<file path="src/rtl/alu_pkg.sv">
package alu_pkg;

  localparam int unsigned OP_W  = 3;
  localparam int unsigned SEL_W = 2;

  // Slice output selector, driven by the low op bits
  typedef enum logic [SEL_W-1:0] {
    SEL_AND  = 2'b00,
    SEL_OR   = 2'b01,
    SEL_SUM  = 2'b10,
    SEL_LESS = 2'b11
  } slice_sel_e;

  // Operation codes used by the datapath
  localparam logic [OP_W-1:0] OP_AND = 3'b000;
  localparam logic [OP_W-1:0] OP_OR  = 3'b001;
  localparam logic [OP_W-1:0] OP_ADD = 3'b010;
  localparam logic [OP_W-1:0] OP_SUB = 3'b110;
  localparam logic [OP_W-1:0] OP_SLT = 3'b111;

endpackage

</file>
<file path="src/rtl/alu_bit_slice.sv">
module alu_bit_slice
  import alu_pkg::*;
(
  input  logic             a_i,
  input  logic             b_i,
  input  logic             b_inv_i,
  input  logic             carry_i,
  input  logic             less_i,
  input  logic [SEL_W-1:0] sel_i,
  output logic             sum_o,
  output logic             carry_o,
  output logic             res_o
);

  logic b_eff;
  logic and_bit;
  logic or_bit;
  logic half_sum;

  always_comb begin
    b_eff    = b_i ^ b_inv_i;
    and_bit  = a_i & b_eff;
    or_bit   = a_i | b_eff;
    half_sum = a_i ^ b_eff;
    sum_o    = half_sum ^ carry_i;
    carry_o  = and_bit | (half_sum & carry_i);
  end

  always_comb begin
    unique case (slice_sel_e'(sel_i))
      SEL_AND:  res_o = and_bit;
      SEL_OR:   res_o = or_bit;
      SEL_SUM:  res_o = sum_o;
      SEL_LESS: res_o = less_i;
      default:  res_o = 1'b0;
    endcase
  end

endmodule

</file>
<file path="src/rtl/alu_zero_detect.sv">
module alu_zero_detect #(
  parameter int unsigned WIDTH = 32
) (
  input  logic [WIDTH-1:0] word_i,
  output logic             zero_o
);

  logic any_set;

  always_comb begin
    any_set = 1'b0;
    for (int i = 0; i < WIDTH; i++) begin
      any_set = any_set | word_i[i];
    end
    zero_o = ~any_set;
  end

endmodule

</file>
<file path="src/rtl/alu_sign_unit.sv">
module alu_sign_unit (
  input  logic a_msb_i,
  input  logic b_msb_i,
  input  logic b_inv_i,
  input  logic sum_msb_i,
  output logic overflow_o,
  output logic less_o
);

  logic b_eff_msb;

  always_comb begin
    b_eff_msb  = b_msb_i ^ b_inv_i;
    // Same-sign adder inputs whose sum flips sign
    overflow_o = ~(a_msb_i ^ b_eff_msb) & (sum_msb_i ^ a_msb_i);
    // Sign of the true result, corrected when the adder wrapped
    less_o     = sum_msb_i ^ overflow_o;
  end

endmodule

</file>
<file path="src/rtl/alu_ripple_top.sv">
module alu_ripple_top
  import alu_pkg::*;
#(
  parameter int unsigned WIDTH = 32
) (
  input  logic [WIDTH-1:0] opa_i,
  input  logic [WIDTH-1:0] opb_i,
  input  logic [OP_W-1:0]  op_i,
  output logic [WIDTH-1:0] result_o,
  output logic             carry_o,
  output logic             zero_o,
  output logic             overflow_o
);

  localparam int unsigned MSB = WIDTH - 1;

  logic             b_invert;
  logic [SEL_W-1:0] slice_sel;
  logic [WIDTH:0]   carry_chain;
  logic [WIDTH-1:0] sum_raw;
  logic [WIDTH-1:0] less_vec;
  logic             set_less;

  assign b_invert       = op_i[OP_W-1];
  assign slice_sel      = op_i[SEL_W-1:0];
  assign carry_chain[0] = b_invert;
  assign less_vec       = {{(WIDTH-1){1'b0}}, set_less};

  for (genvar g = 0; g < WIDTH; g++) begin : g_slice
    alu_bit_slice u_slice (
      .a_i     (opa_i[g]),
      .b_i     (opb_i[g]),
      .b_inv_i (b_invert),
      .carry_i (carry_chain[g]),
      .less_i  (less_vec[g]),
      .sel_i   (slice_sel),
      .sum_o   (sum_raw[g]),
      .carry_o (carry_chain[g+1]),
      .res_o   (result_o[g])
    );
  end

  alu_sign_unit u_sign (
    .a_msb_i    (opa_i[MSB]),
    .b_msb_i    (opb_i[MSB]),
    .b_inv_i    (b_invert),
    .sum_msb_i  (sum_raw[MSB]),
    .overflow_o (overflow_o),
    .less_o     (set_less)
  );

  alu_zero_detect #(.WIDTH(WIDTH)) u_zero (
    .word_i (result_o),
    .zero_o (zero_o)
  );

  assign carry_o = carry_chain[WIDTH];

endmodule

</file>
<file path="config.mk">
export PLATFORM = sky130hd
export DESIGN_NAME = alu_ripple_top
export DESIGN_NICKNAME = d
export VERILOG_FILES = /design/src/rtl/alu_pkg.sv /design/src/rtl/alu_bit_slice.sv /design/src/rtl/alu_zero_detect.sv /design/src/rtl/alu_sign_unit.sv /design/src/rtl/alu_ripple_top.sv
export SDC_FILE = /design/constraint.sdc
export NUM_CORES = 1
export LEC_CHECK = 0
export BUFFER_PORTS_ARGS = -buffer_cell sky130_fd_sc_hd__buf_2
export CAP_MARGIN = 10
export CORE_MARGIN = 1.5
export CORE_UTILIZATION = 55
export DETAILED_ROUTE_END_ITERATION = 8
export PLACE_DENSITY = 0.85
export SYNTH_ARGS = -nofsm -noshare
export SYNTH_HDL_FRONTEND = slang
export SYNTH_HIERARCHICAL = 1
export SYNTH_SLANG_ARGS = --single-unit
</file>
<file path="constraint.sdc">
create_clock -name vclk -period 31.1
set_input_delay 4.665 -clock vclk [all_inputs]
set_output_delay 4.665 -clock vclk [all_outputs]
set_load 0.02 [all_outputs]
</file>
After elaboration in Yosys (flattened, before gate mapping)
Cells that the tools add are included.
{"block": "op_classes", "bitwise": 260, "n_mux": 32, "reduce_logical": 1, "eq_ne": 3}
{"cell": "$pmux W1 S4", "count": 32}
{"cell": "$xor A1 B1 Y1", "count": 98}
{"cell": "$or A1 B1 Y1", "count": 95}
{"cell": "$and A1 B1 Y1", "count": 65}
{"cell": "$eq A2 B2 Y1 const B", "count": 2}
{"cell": "$eq A2 B1 Y1 const B", "count": 1}
{"cell": "$logic_not A2 Y1", "count": 1}
{"cell": "$not A1 Y1", "count": 2}
{"block": "totals", "out_inout_bits": 35, "register_bits": 0, "input_bits": 67}

Logic depth before layout (Yosys ltp)
Gate-level depths: netlist of the first run.
{"block": "logic_depth", "depth_word": 101, "ltp_mapped": 102, "ltp_nobuf": 102}

Hierarchy
Netlist of the first run, hierarchy kept.
{"mod": "alu_bit_slice", "instances": 32, "cells_each": 11, "area_each_um2": 98.8}
{"mod": "alu_zero_detect", "instances": 1, "cells_each": 11, "area_each_um2": 72.6}
{"mod": "alu_sign_unit", "instances": 1, "cells_each": 5, "area_each_um2": 42.5}
{"mod": "alu_ripple_top", "instances": 1, "cells_each": 1, "area_each_um2": 3.8}

Worst setup path after synthesis of the first run
Ideal clock, no wire load.
{"block": "synth_path", "path_type": "input -> output", "startpoint": "input op_i[2]", "endpoint": "output zero_o", "slack_ns": 5.055, "t_arrival_ns": 21.380, "required_time_ns": 26.435, "stages": 102, "cell_sequence": "xor2_1 inv_1 fa_1 inv_1 inv_1 fa_1 inv_1 inv_1 fa_1 inv_1 inv_1 fa_1 inv_1 inv_1 fa_1 inv_1 inv_1 fa_1 [66 not listed] inv_1 inv_1 fa_1 inv_1 inv_1 fa_1 inv_1 inv_1 fa_1 inv_1 inv_1 fa_1 inv_1 maj3_2 mux4_2 nor4_1 nand4_1 nor2_1"}
{"block": "synth_via", "elab_chain_cells": 101, "elab_cells_between_ends": 290, "cone_classes": "32 x mux; 258 x bitwise"}
{"item": "start, declared", "line_no": "alu_ripple_top.sv:8", "text": "input logic [OP_W-1:0] op_i,"}
{"item": "$xor A1 B1 Y1", "line_no": "alu_bit_slice.sv:21", "text": "b_eff = b_i ^ b_inv_i;"}
{"item": "$xor A1 B1 Y1", "line_no": "alu_bit_slice.sv:24", "text": "half_sum = a_i ^ b_eff;"}
{"item": "$and A1 B1 Y1", "line_no": "alu_bit_slice.sv:26", "text": "carry_o = and_bit | (half_sum & carry_i);"}
{"item": "$or A1 B1 Y1 (*)", "line_no": "alu_bit_slice.sv:26"}
{"item": "named net carry_chain[1]", "line_no": "alu_ripple_top.sv:19", "text": "logic [WIDTH:0] carry_chain;"}
{"item": "$and A1 B1 Y1 (*)", "line_no": "alu_bit_slice.sv:26"}
{"item": "$or A1 B1 Y1 (*)", "line_no": "alu_bit_slice.sv:26"}
{"item": "named net carry_chain[2]", "line_no": "alu_ripple_top.sv:19"}
{"item": "[2 not listed]"}
{"item": "named net carry_chain[3]", "line_no": "alu_ripple_top.sv:19"}
{"item": "[2 not listed]"}
{"item": "named net carry_chain[4]", "line_no": "alu_ripple_top.sv:19"}
{"item": "[2 not listed]"}
{"item": "named net carry_chain[5]", "line_no": "alu_ripple_top.sv:19"}
{"item": "[2 not listed]"}
{"item": "named net carry_chain[6]", "line_no": "alu_ripple_top.sv:19"}
{"item": "[2 not listed]"}
{"item": "named net carry_chain[7]", "line_no": "alu_ripple_top.sv:19"}
{"item": "[2 not listed]"}
{"item": "named net carry_chain[8]", "line_no": "alu_ripple_top.sv:19"}
{"item": "[2 not listed]"}
{"item": "named net carry_chain[9]", "line_no": "alu_ripple_top.sv:19"}
{"item": "[2 not listed]"}
{"item": "named net carry_chain[10]", "line_no": "alu_ripple_top.sv:19"}
{"item": "[2 not listed]"}
{"item": "named net carry_chain[11]", "line_no": "alu_ripple_top.sv:19"}
{"item": "[2 not listed]"}
{"item": "named net carry_chain[12]", "line_no": "alu_ripple_top.sv:19"}
{"item": "[2 not listed]"}
{"item": "named net carry_chain[13]", "line_no": "alu_ripple_top.sv:19"}
{"item": "[2 not listed]"}
{"item": "named net carry_chain[14]", "line_no": "alu_ripple_top.sv:19"}
{"item": "[2 not listed]"}
{"item": "named net carry_chain[15]", "line_no": "alu_ripple_top.sv:19"}
{"item": "[2 not listed]"}
{"item": "named net carry_chain[16]", "line_no": "alu_ripple_top.sv:19"}
{"item": "[2 not listed]"}
{"item": "named net carry_chain[17]", "line_no": "alu_ripple_top.sv:19"}
{"item": "[2 not listed]"}
{"item": "named net carry_chain[18]", "line_no": "alu_ripple_top.sv:19"}
{"item": "[2 not listed]"}
{"item": "named net carry_chain[19]", "line_no": "alu_ripple_top.sv:19"}
{"item": "[2 not listed]"}
{"item": "named net carry_chain[20]", "line_no": "alu_ripple_top.sv:19"}
{"item": "[2 not listed]"}
{"item": "named net carry_chain[21]", "line_no": "alu_ripple_top.sv:19"}
{"item": "[2 not listed]"}
{"item": "named net carry_chain[22]", "line_no": "alu_ripple_top.sv:19"}
{"item": "[2 not listed]"}
{"item": "named net carry_chain[23]", "line_no": "alu_ripple_top.sv:19"}
{"item": "[2 not listed]"}
{"item": "named net carry_chain[24]", "line_no": "alu_ripple_top.sv:19"}
{"item": "[2 not listed]"}
{"item": "named net carry_chain[25]", "line_no": "alu_ripple_top.sv:19"}
{"item": "[2 not listed]"}
{"item": "named net carry_chain[26]", "line_no": "alu_ripple_top.sv:19"}
{"item": "[2 not listed]"}
{"item": "named net carry_chain[27]", "line_no": "alu_ripple_top.sv:19"}
{"item": "[2 not listed]"}
{"item": "named net carry_chain[28]", "line_no": "alu_ripple_top.sv:19"}
{"item": "[2 not listed]"}
{"item": "named net carry_chain[29]", "line_no": "alu_ripple_top.sv:19"}
{"item": "[2 not listed]"}
{"item": "named net carry_chain[30]", "line_no": "alu_ripple_top.sv:19"}
{"item": "[2 not listed]"}
{"item": "named net carry_chain[31]", "line_no": "alu_ripple_top.sv:19"}
{"item": "[1 not listed]"}
{"item": "named net sum_raw[31]", "line_no": "alu_ripple_top.sv:20", "text": "logic [WIDTH-1:0] sum_raw;"}
{"item": "$xor A1 B1 Y1", "line_no": "alu_sign_unit.sv:15", "text": "overflow_o = ~(a_msb_i ^ b_eff_msb) & (sum_msb_i ^ a_msb_i);"}
{"item": "$and A1 B1 Y1", "line_no": "alu_sign_unit.sv:15"}
{"item": "$xor A1 B1 Y1 (*)", "line_no": "alu_sign_unit.sv:17", "text": "less_o = sum_msb_i ^ overflow_o;"}
{"item": "named net set_less", "line_no": "alu_ripple_top.sv:22", "text": "logic set_less;"}
{"item": "$pmux W1 S4 (*)", "line_no": "alu_bit_slice.sv:30", "text": "unique case (slice_sel_e'(sel_i))"}
{"item": "named net result_o[0]", "line_no": "alu_ripple_top.sv:9", "text": "output logic [WIDTH-1:0] result_o,"}
{"item": "$or A1 B1 Y1 (*) (31 in a row)", "line_no": "alu_zero_detect.sv:13", "text": "any_set = any_set | word_i[i];"}
{"item": "$not A1 Y1 (*)", "line_no": "alu_zero_detect.sv:15", "text": "zero_o = ~any_set;"}
{"item": "end, declared", "line_no": "alu_ripple_top.sv:11", "text": "output logic zero_o,"}
The timed path passes the listed nets; every way through them passes the cells marked *.

Worst setup path after layout of the first run
{"block": "layout_path", "startpoint": "input op_i[2]", "endpoint": "output zero_o"}
{"block": "layout_via", "elab_chain_cells": 101, "elab_cells_between_ends": 290, "cone_classes": "32 x mux; 258 x bitwise"}
{"item": "$xor A1 B1 Y1", "line_no": "alu_bit_slice.sv:21"}
{"item": "$xor A1 B1 Y1", "line_no": "alu_bit_slice.sv:24"}
{"item": "$and A1 B1 Y1", "line_no": "alu_bit_slice.sv:26"}
{"item": "$or A1 B1 Y1 (*)", "line_no": "alu_bit_slice.sv:26"}
{"item": "named net carry_chain[1]", "line_no": "alu_ripple_top.sv:19"}
{"item": "$and A1 B1 Y1 (*)", "line_no": "alu_bit_slice.sv:26"}
{"item": "$or A1 B1 Y1 (*)", "line_no": "alu_bit_slice.sv:26"}
{"item": "named net carry_chain[2]", "line_no": "alu_ripple_top.sv:19"}
{"item": "[2 not listed]"}
{"item": "named net carry_chain[3]", "line_no": "alu_ripple_top.sv:19"}
{"item": "[2 not listed]"}
{"item": "named net carry_chain[4]", "line_no": "alu_ripple_top.sv:19"}
{"item": "[2 not listed]"}
{"item": "named net carry_chain[5]", "line_no": "alu_ripple_top.sv:19"}
{"item": "[2 not listed]"}
{"item": "named net carry_chain[6]", "line_no": "alu_ripple_top.sv:19"}
{"item": "[2 not listed]"}
{"item": "named net carry_chain[7]", "line_no": "alu_ripple_top.sv:19"}
{"item": "[2 not listed]"}
{"item": "named net carry_chain[8]", "line_no": "alu_ripple_top.sv:19"}
{"item": "[2 not listed]"}
{"item": "named net carry_chain[9]", "line_no": "alu_ripple_top.sv:19"}
{"item": "[2 not listed]"}
{"item": "named net carry_chain[10]", "line_no": "alu_ripple_top.sv:19"}
{"item": "[2 not listed]"}
{"item": "named net carry_chain[11]", "line_no": "alu_ripple_top.sv:19"}
{"item": "[2 not listed]"}
{"item": "named net carry_chain[12]", "line_no": "alu_ripple_top.sv:19"}
{"item": "[2 not listed]"}
{"item": "named net carry_chain[13]", "line_no": "alu_ripple_top.sv:19"}
{"item": "[2 not listed]"}
{"item": "named net carry_chain[14]", "line_no": "alu_ripple_top.sv:19"}
{"item": "[2 not listed]"}
{"item": "named net carry_chain[15]", "line_no": "alu_ripple_top.sv:19"}
{"item": "[2 not listed]"}
{"item": "named net carry_chain[16]", "line_no": "alu_ripple_top.sv:19"}
{"item": "[2 not listed]"}
{"item": "named net carry_chain[17]", "line_no": "alu_ripple_top.sv:19"}
{"item": "[2 not listed]"}
{"item": "named net carry_chain[18]", "line_no": "alu_ripple_top.sv:19"}
{"item": "[2 not listed]"}
{"item": "named net carry_chain[19]", "line_no": "alu_ripple_top.sv:19"}
{"item": "[2 not listed]"}
{"item": "named net carry_chain[20]", "line_no": "alu_ripple_top.sv:19"}
{"item": "[2 not listed]"}
{"item": "named net carry_chain[21]", "line_no": "alu_ripple_top.sv:19"}
{"item": "[2 not listed]"}
{"item": "named net carry_chain[22]", "line_no": "alu_ripple_top.sv:19"}
{"item": "[2 not listed]"}
{"item": "named net carry_chain[23]", "line_no": "alu_ripple_top.sv:19"}
{"item": "[2 not listed]"}
{"item": "named net carry_chain[24]", "line_no": "alu_ripple_top.sv:19"}
{"item": "[2 not listed]"}
{"item": "named net carry_chain[25]", "line_no": "alu_ripple_top.sv:19"}
{"item": "[2 not listed]"}
{"item": "named net carry_chain[26]", "line_no": "alu_ripple_top.sv:19"}
{"item": "[2 not listed]"}
{"item": "named net carry_chain[27]", "line_no": "alu_ripple_top.sv:19"}
{"item": "[2 not listed]"}
{"item": "named net carry_chain[28]", "line_no": "alu_ripple_top.sv:19"}
{"item": "[2 not listed]"}
{"item": "named net carry_chain[29]", "line_no": "alu_ripple_top.sv:19"}
{"item": "[2 not listed]"}
{"item": "named net carry_chain[30]", "line_no": "alu_ripple_top.sv:19"}
{"item": "[2 not listed]"}
{"item": "named net carry_chain[31]", "line_no": "alu_ripple_top.sv:19"}
{"item": "[1 not listed]"}
{"item": "named net sum_raw[31]", "line_no": "alu_ripple_top.sv:20"}
{"item": "$xor A1 B1 Y1", "line_no": "alu_sign_unit.sv:15"}
{"item": "$and A1 B1 Y1", "line_no": "alu_sign_unit.sv:15"}
{"item": "$xor A1 B1 Y1 (*)", "line_no": "alu_sign_unit.sv:17"}
{"item": "named net set_less", "line_no": "alu_ripple_top.sv:22"}
{"item": "$pmux W1 S4 (*)", "line_no": "alu_bit_slice.sv:30"}
{"item": "$or A1 B1 Y1 (*) (31 in a row)", "line_no": "alu_zero_detect.sv:13"}
{"item": "$not A1 Y1 (*)", "line_no": "alu_zero_detect.sv:15"}
Marks and branches as above.

==> results.yml, run 1 <==
outcome:
  status: "completed"
setup_path:
  cp-start-kind: "primary input"
  worstSetupPathType: "primary input to primary output"
  crit_fanout: 34
  crit_path_max_incr_delay_ns: 0.51
  crit_arrival_ns: 23.00
  required_ns: 26.44
  cpMaxStageDelayCell: "fa_1"
  worst_setup_path_end_kind: "primary output"
  crit_top_cell: "inv_1"
worst_hold_path:
  holdPathStages: 4
  hold_path.class: "primary input to primary output"
floorplan:
  io-pin-count: 102
  initial_core_util: 0.582
  die_w_um: 80.2
  core_um2: 5640
  die_area_um2: 6440
  die_height_um: 80.2
  num_rows: 27
global_route:
  track_usage: 0.216
  antenna_found_initial: 0
  gr-total-overflow: 0
  grt_max_degree: 35
  grt_pass1_wl_um: 11200
  first_global_vias: 2819
logic_synthesis:
  syn_area_per_cell_um2: 8.89
  syn-cell-area_um2: 3280
  synth.distinct_cells: 13
  ys_seq_area_frac: 0
  yosys_warnings: 6
  syn_inst: 369
cells_and_area:
  final.clkbuf_count: 0
  mostFrequentLayoutCell: "inv_1"
  final_area_um2: 4010
  area_delta_synth_final_pct: 22.2
  drive_gt1_frac: 0.274
  layout.nets: 668
  diodes: 0
  nFlopsAndLatches: 0
  final_cell_mix: "inv_1, buf_2, ha_1"
  seqCellArea_um2: 0
detailed_routing:
  vias: 2656
  postRouteAntennaNets: 0
  drc_errors: 0
  drt_wl_total_um: 6690
  via_per_inst: 4.62
  firstDrtPassIters: 4
  routedWlPerCell_um: 11.6
  first_iter_violations: 38
power:
  leakagePower_uw: 0.00256
  ir_drop_mv: 0.0135
  power_density_nw_per_um2: 20.7
placement:
  numPortBuffers: 102
  hpwl_um: 5810
  placed_area_um2: 4010
  gp_routability_congestion: 0.787
timing:
  rsz0062_at_grt: "false"
  finalSetupViolations: 0
  final_max_slew_viol_count: 0
  worst_slew_pin_slew_ns: 0.808
  hold_viol_final: 0
  fin_crit_sh: 0.890
  slew_headroom: 0.461
  fin_crit_ns: 27.67
  fmax_mhz: 36.1
  fin_tns_setup_ns: 0
job:
  max_cap_violations: 0
clock_tree:
  cts_hold_buf: 0
  cts_resized: 0
  cts_setup_buffers: 0
## Yosys cell counts
cell | n | share of area
conb_1 | 1 | 0.0011
inv_1 | 192 | 0.22
nor4_1 | 7 | 0.013
mux4_2 | 32 | 0.22
nor2_1 | 1 | 0.0011
nor4_2 | 1 | 0.0038
ha_1 | 64 | 0.24
maj3_2 | 1 | 0.0034
mux2i_1 | 1 | 0.0031
fa_1 | 32 | 0.20
nand4_1 | 2 | 0.0038
nand2b_1 | 2 | 0.0038
xor2_1 | 33 | 0.088
## critical path: cells and delay by family
family	cells	cell delay, ns
and+or+nand+nor	3	0.68
buffers and inverters	67	4.32
xor gates and xnor gates	1	0.26
muxes	1	0.49
adders and majority gates	33	12.58
## report_power, final
group	internal (uW)	leakage (uW)	switching (uW)	total (uW)
clock network	0	0	0	0
logic	34.3	0.00256	48.7	82.9
registers	0	0	0	0
total	34.3	0.00256	48.7	82.9
## logic make-up (layout without fill, tap and decap cells)
kind of cell | count (synthesis) | after routing | share of synthesized area
AND/OR/NAND/NOR | 13 | 13 | 0.0259
buffers and inverters | 192 | 296 | 0.220
other | 1 | 31 | 0.00114
adder cells (fa/ha/maj) | 97 | 97 | 0.443
XOR/XNOR | 33 | 33 | 0.0881
multiplexers | 33 | 33 | 0.223
## area by class of cell
class / count / area, um2
Fill cell: 433 / 1630
Inverter: 192 / 721
Multi-Input combinational cell: 207 / 2670
Tap cell: 72 / 90.1
Timing Repair Buffer: 104 / 526
## metrics by stage
step | instances | total power [uW] | hold WS [ns] | worst slack [ns] | utilization
6_report | 575 | 82.9 | 9.75 | 3.44 | 0.711
5_1_grt | 575 | 94.5 | 9.79 | 2.31 | 0.711
4_1_cts | 575 | 83.4 | 9.75 | 3.36 | 0.711
3_5_place_dp | 575 | 83.1 | 9.75 | 3.39 | 0.711
3_3_place_gp | 575 | 77.7 | 9.74 | 3.80 | 0.711
2_1_floorplan | 399 | 56.5 | 9.53 | 5.05 | -
## path summary, 6_finish.rpt
| path | start | to | slack, ns |
|---|---|---|---|
| max | op_i[2] | zero_o | 3.44 |
| min | opa_i[31] | overflow_o | 9.75 |
## metal layers
| metal | wire, um | share of wire | global-route usage |
|---|---|---|---|
| met3 | 321 | 0.048 | 0.0102 |
| met4 | 80 | 0.012 | 0.0414 |
| met2 | 3670 | 0.55 | 0.453 |
| met1 | 2610 | 0.39 | 0.235 |
| met5 | 0 | 0 | 0 |
Power figures use the tool's default switching activity.
==> run 2, diff against run 1 <==
--- a/config.mk
+++ b/config.mk
@@ -11,6 +11,7 @@
 export CORE_UTILIZATION = 55
 export DETAILED_ROUTE_END_ITERATION = 8
 export PLACE_DENSITY = 0.85
+export RECOVER_POWER = 100
 export SYNTH_ARGS = -nofsm -noshare
 export SYNTH_HDL_FRONTEND = slang
 export SYNTH_HIERARCHICAL = 1
==> results.yml, run 2 (synthesis results as in run 1) <==
outcome:
  status: "completed"
power:
  power_uw: 81.1
  leakagePower_uw: 0.00246
  power_density_nw_per_um2: 20.5
  ir_drop_mv: 0.0135
timing:
  fin_crit_ns: 27.70
  slew_headroom: 0.451
  fin_tns_setup_ns: 0
  finalSetupViolations: 0
  final_max_slew_viol_count: 0
  hold_viol_final: 0
  worst_slew_pin_slew_ns: 0.823
  fmax_mhz: 36.1
  fin_crit_sh: 0.891
  rsz0062_at_grt: "false"
setup_path:
  crit_end: "zero_o"
  cp-start-kind: "primary input"
  crit_top_cell: "inv_1"
  worst_setup_path_end_kind: "primary output"
  crit_start: "op_i[2]"
  worstSetupPathType: "primary input to primary output"
  crit_path_max_incr_delay_ns: 0.51
  required_ns: 26.44
  cpMaxStageDelayCell: "fa_1"
  crit_fanout: 34
  crit_arrival_ns: 23.03
cells_and_area:
  layout.nets: 668
  final_cell_mix: "inv_1, buf_2, ha_1"
  drive_gt1_frac: 0.207
  final_area_um2: 3970
  nFlopsAndLatches: 0
  final_util: 0.703
  seqCellArea_um2: 0
  final.clkbuf_count: 0
  area_delta_synth_final_pct: 20.9
  diodes: 0
  n_fill_cell: 457
  multi_input_area_um2: 2670
  mostFrequentLayoutCell: "inv_1"
global_route:
  first_global_vias: 2819
  grt_pass1_wl_um: 11200
  antenna_found_initial: 0
  track_usage: 0.216
  grt_max_degree: 35
  gr-total-overflow: 0
floorplan:
  io-pin-count: 102
  num_rows: 27
  die_area_um2: 6440
  core_um2: 5640
  initial_core_util: 0.582
  die_height_um: 80.2
  die_w_um: 80.2
placement:
  numPortBuffers: 102
  hpwl_um: 5810
  gp_routability_congestion: 0.787
  placed_area_um2: 4010
detailed_routing:
  drt_wl_total_um: 6730
  first_iter_violations: 40
  via_per_inst: 4.63
  firstDrtPassIters: 4
  vias: 2661
  routedWlPerCell_um: 11.7
  drc_errors: 0
  postRouteAntennaNets: 0
worst_hold_path:
  hold_path.class: "primary input to primary output"
  worstHoldStart: "opa_i[31]"
clock_tree:
  cts_hold_buf: 0
  cts_setup_buffers: 0
  cts_resized: 0
job:
  max_cap_violations: 0
==> run 2: cell types whose count changed in the layout (fill, tap and decap cells not counted), sizes merged <==
cell / delta
clkbuf: +34
buf: -34
==> run 2: metal layers <==
metal  track usage  vias to the layer above  wire length [um]
met5             0                        -                 0
met4        0.0414                        0               102
met3        0.0102                       12               289
met2         0.453                       84              3660
met1         0.235                     1291              2680
li1              -                     1274                 -
==> run 2: worst min-delay path by stage <==
stage,cells past startpoint,slack (ns),endpoint
3_5_place_dp,4,9.75,overflow_o
5_1_grt,4,9.82,overflow_o
2_1_floorplan,2,9.53,overflow_o
4_1_cts,4,9.75,overflow_o
3_3_place_gp,4,9.74,overflow_o
6_report,4,9.78,overflow_o
==> run 2: per-stage QoR <==
step	hold WS [ns]	cells	setup WS, ns
after global placement	9.74	575	3.80
after CTS	9.75	575	3.36
after detailed placement	9.75	575	3.39
after global routing	9.82	575	2.23
after floorplan	9.53	399	5.05
final	9.78	575	3.40
==> run 2: final cells by class <==
type	instances	area share
Tap cell	72	0.0227
Inverter	192	0.182
Multi-Input combinational cell	207	0.674
Timing Repair Buffer	104	0.122
==> run 2: critical path, delay by kind of cell <==
family	cells	cell delay (ns)
adders and majority gates	33	12.58
xor gates and xnor gates	1	0.26
muxes	1	0.49
and+or+nand+nor	3	0.67
buffers and inverters	67	4.37
==> run 2: power breakdown <==
| group | internal (uW) | switching (uW) | total [uW] | leakage, uW |
|---|---|---|---|---|
| registers | 0 | 0 | 0 | 0 |
| clock network | 0 | 0 | 0 | 0 |
| logic | 32.1 | 49.0 | 81.1 | 0.00246 |
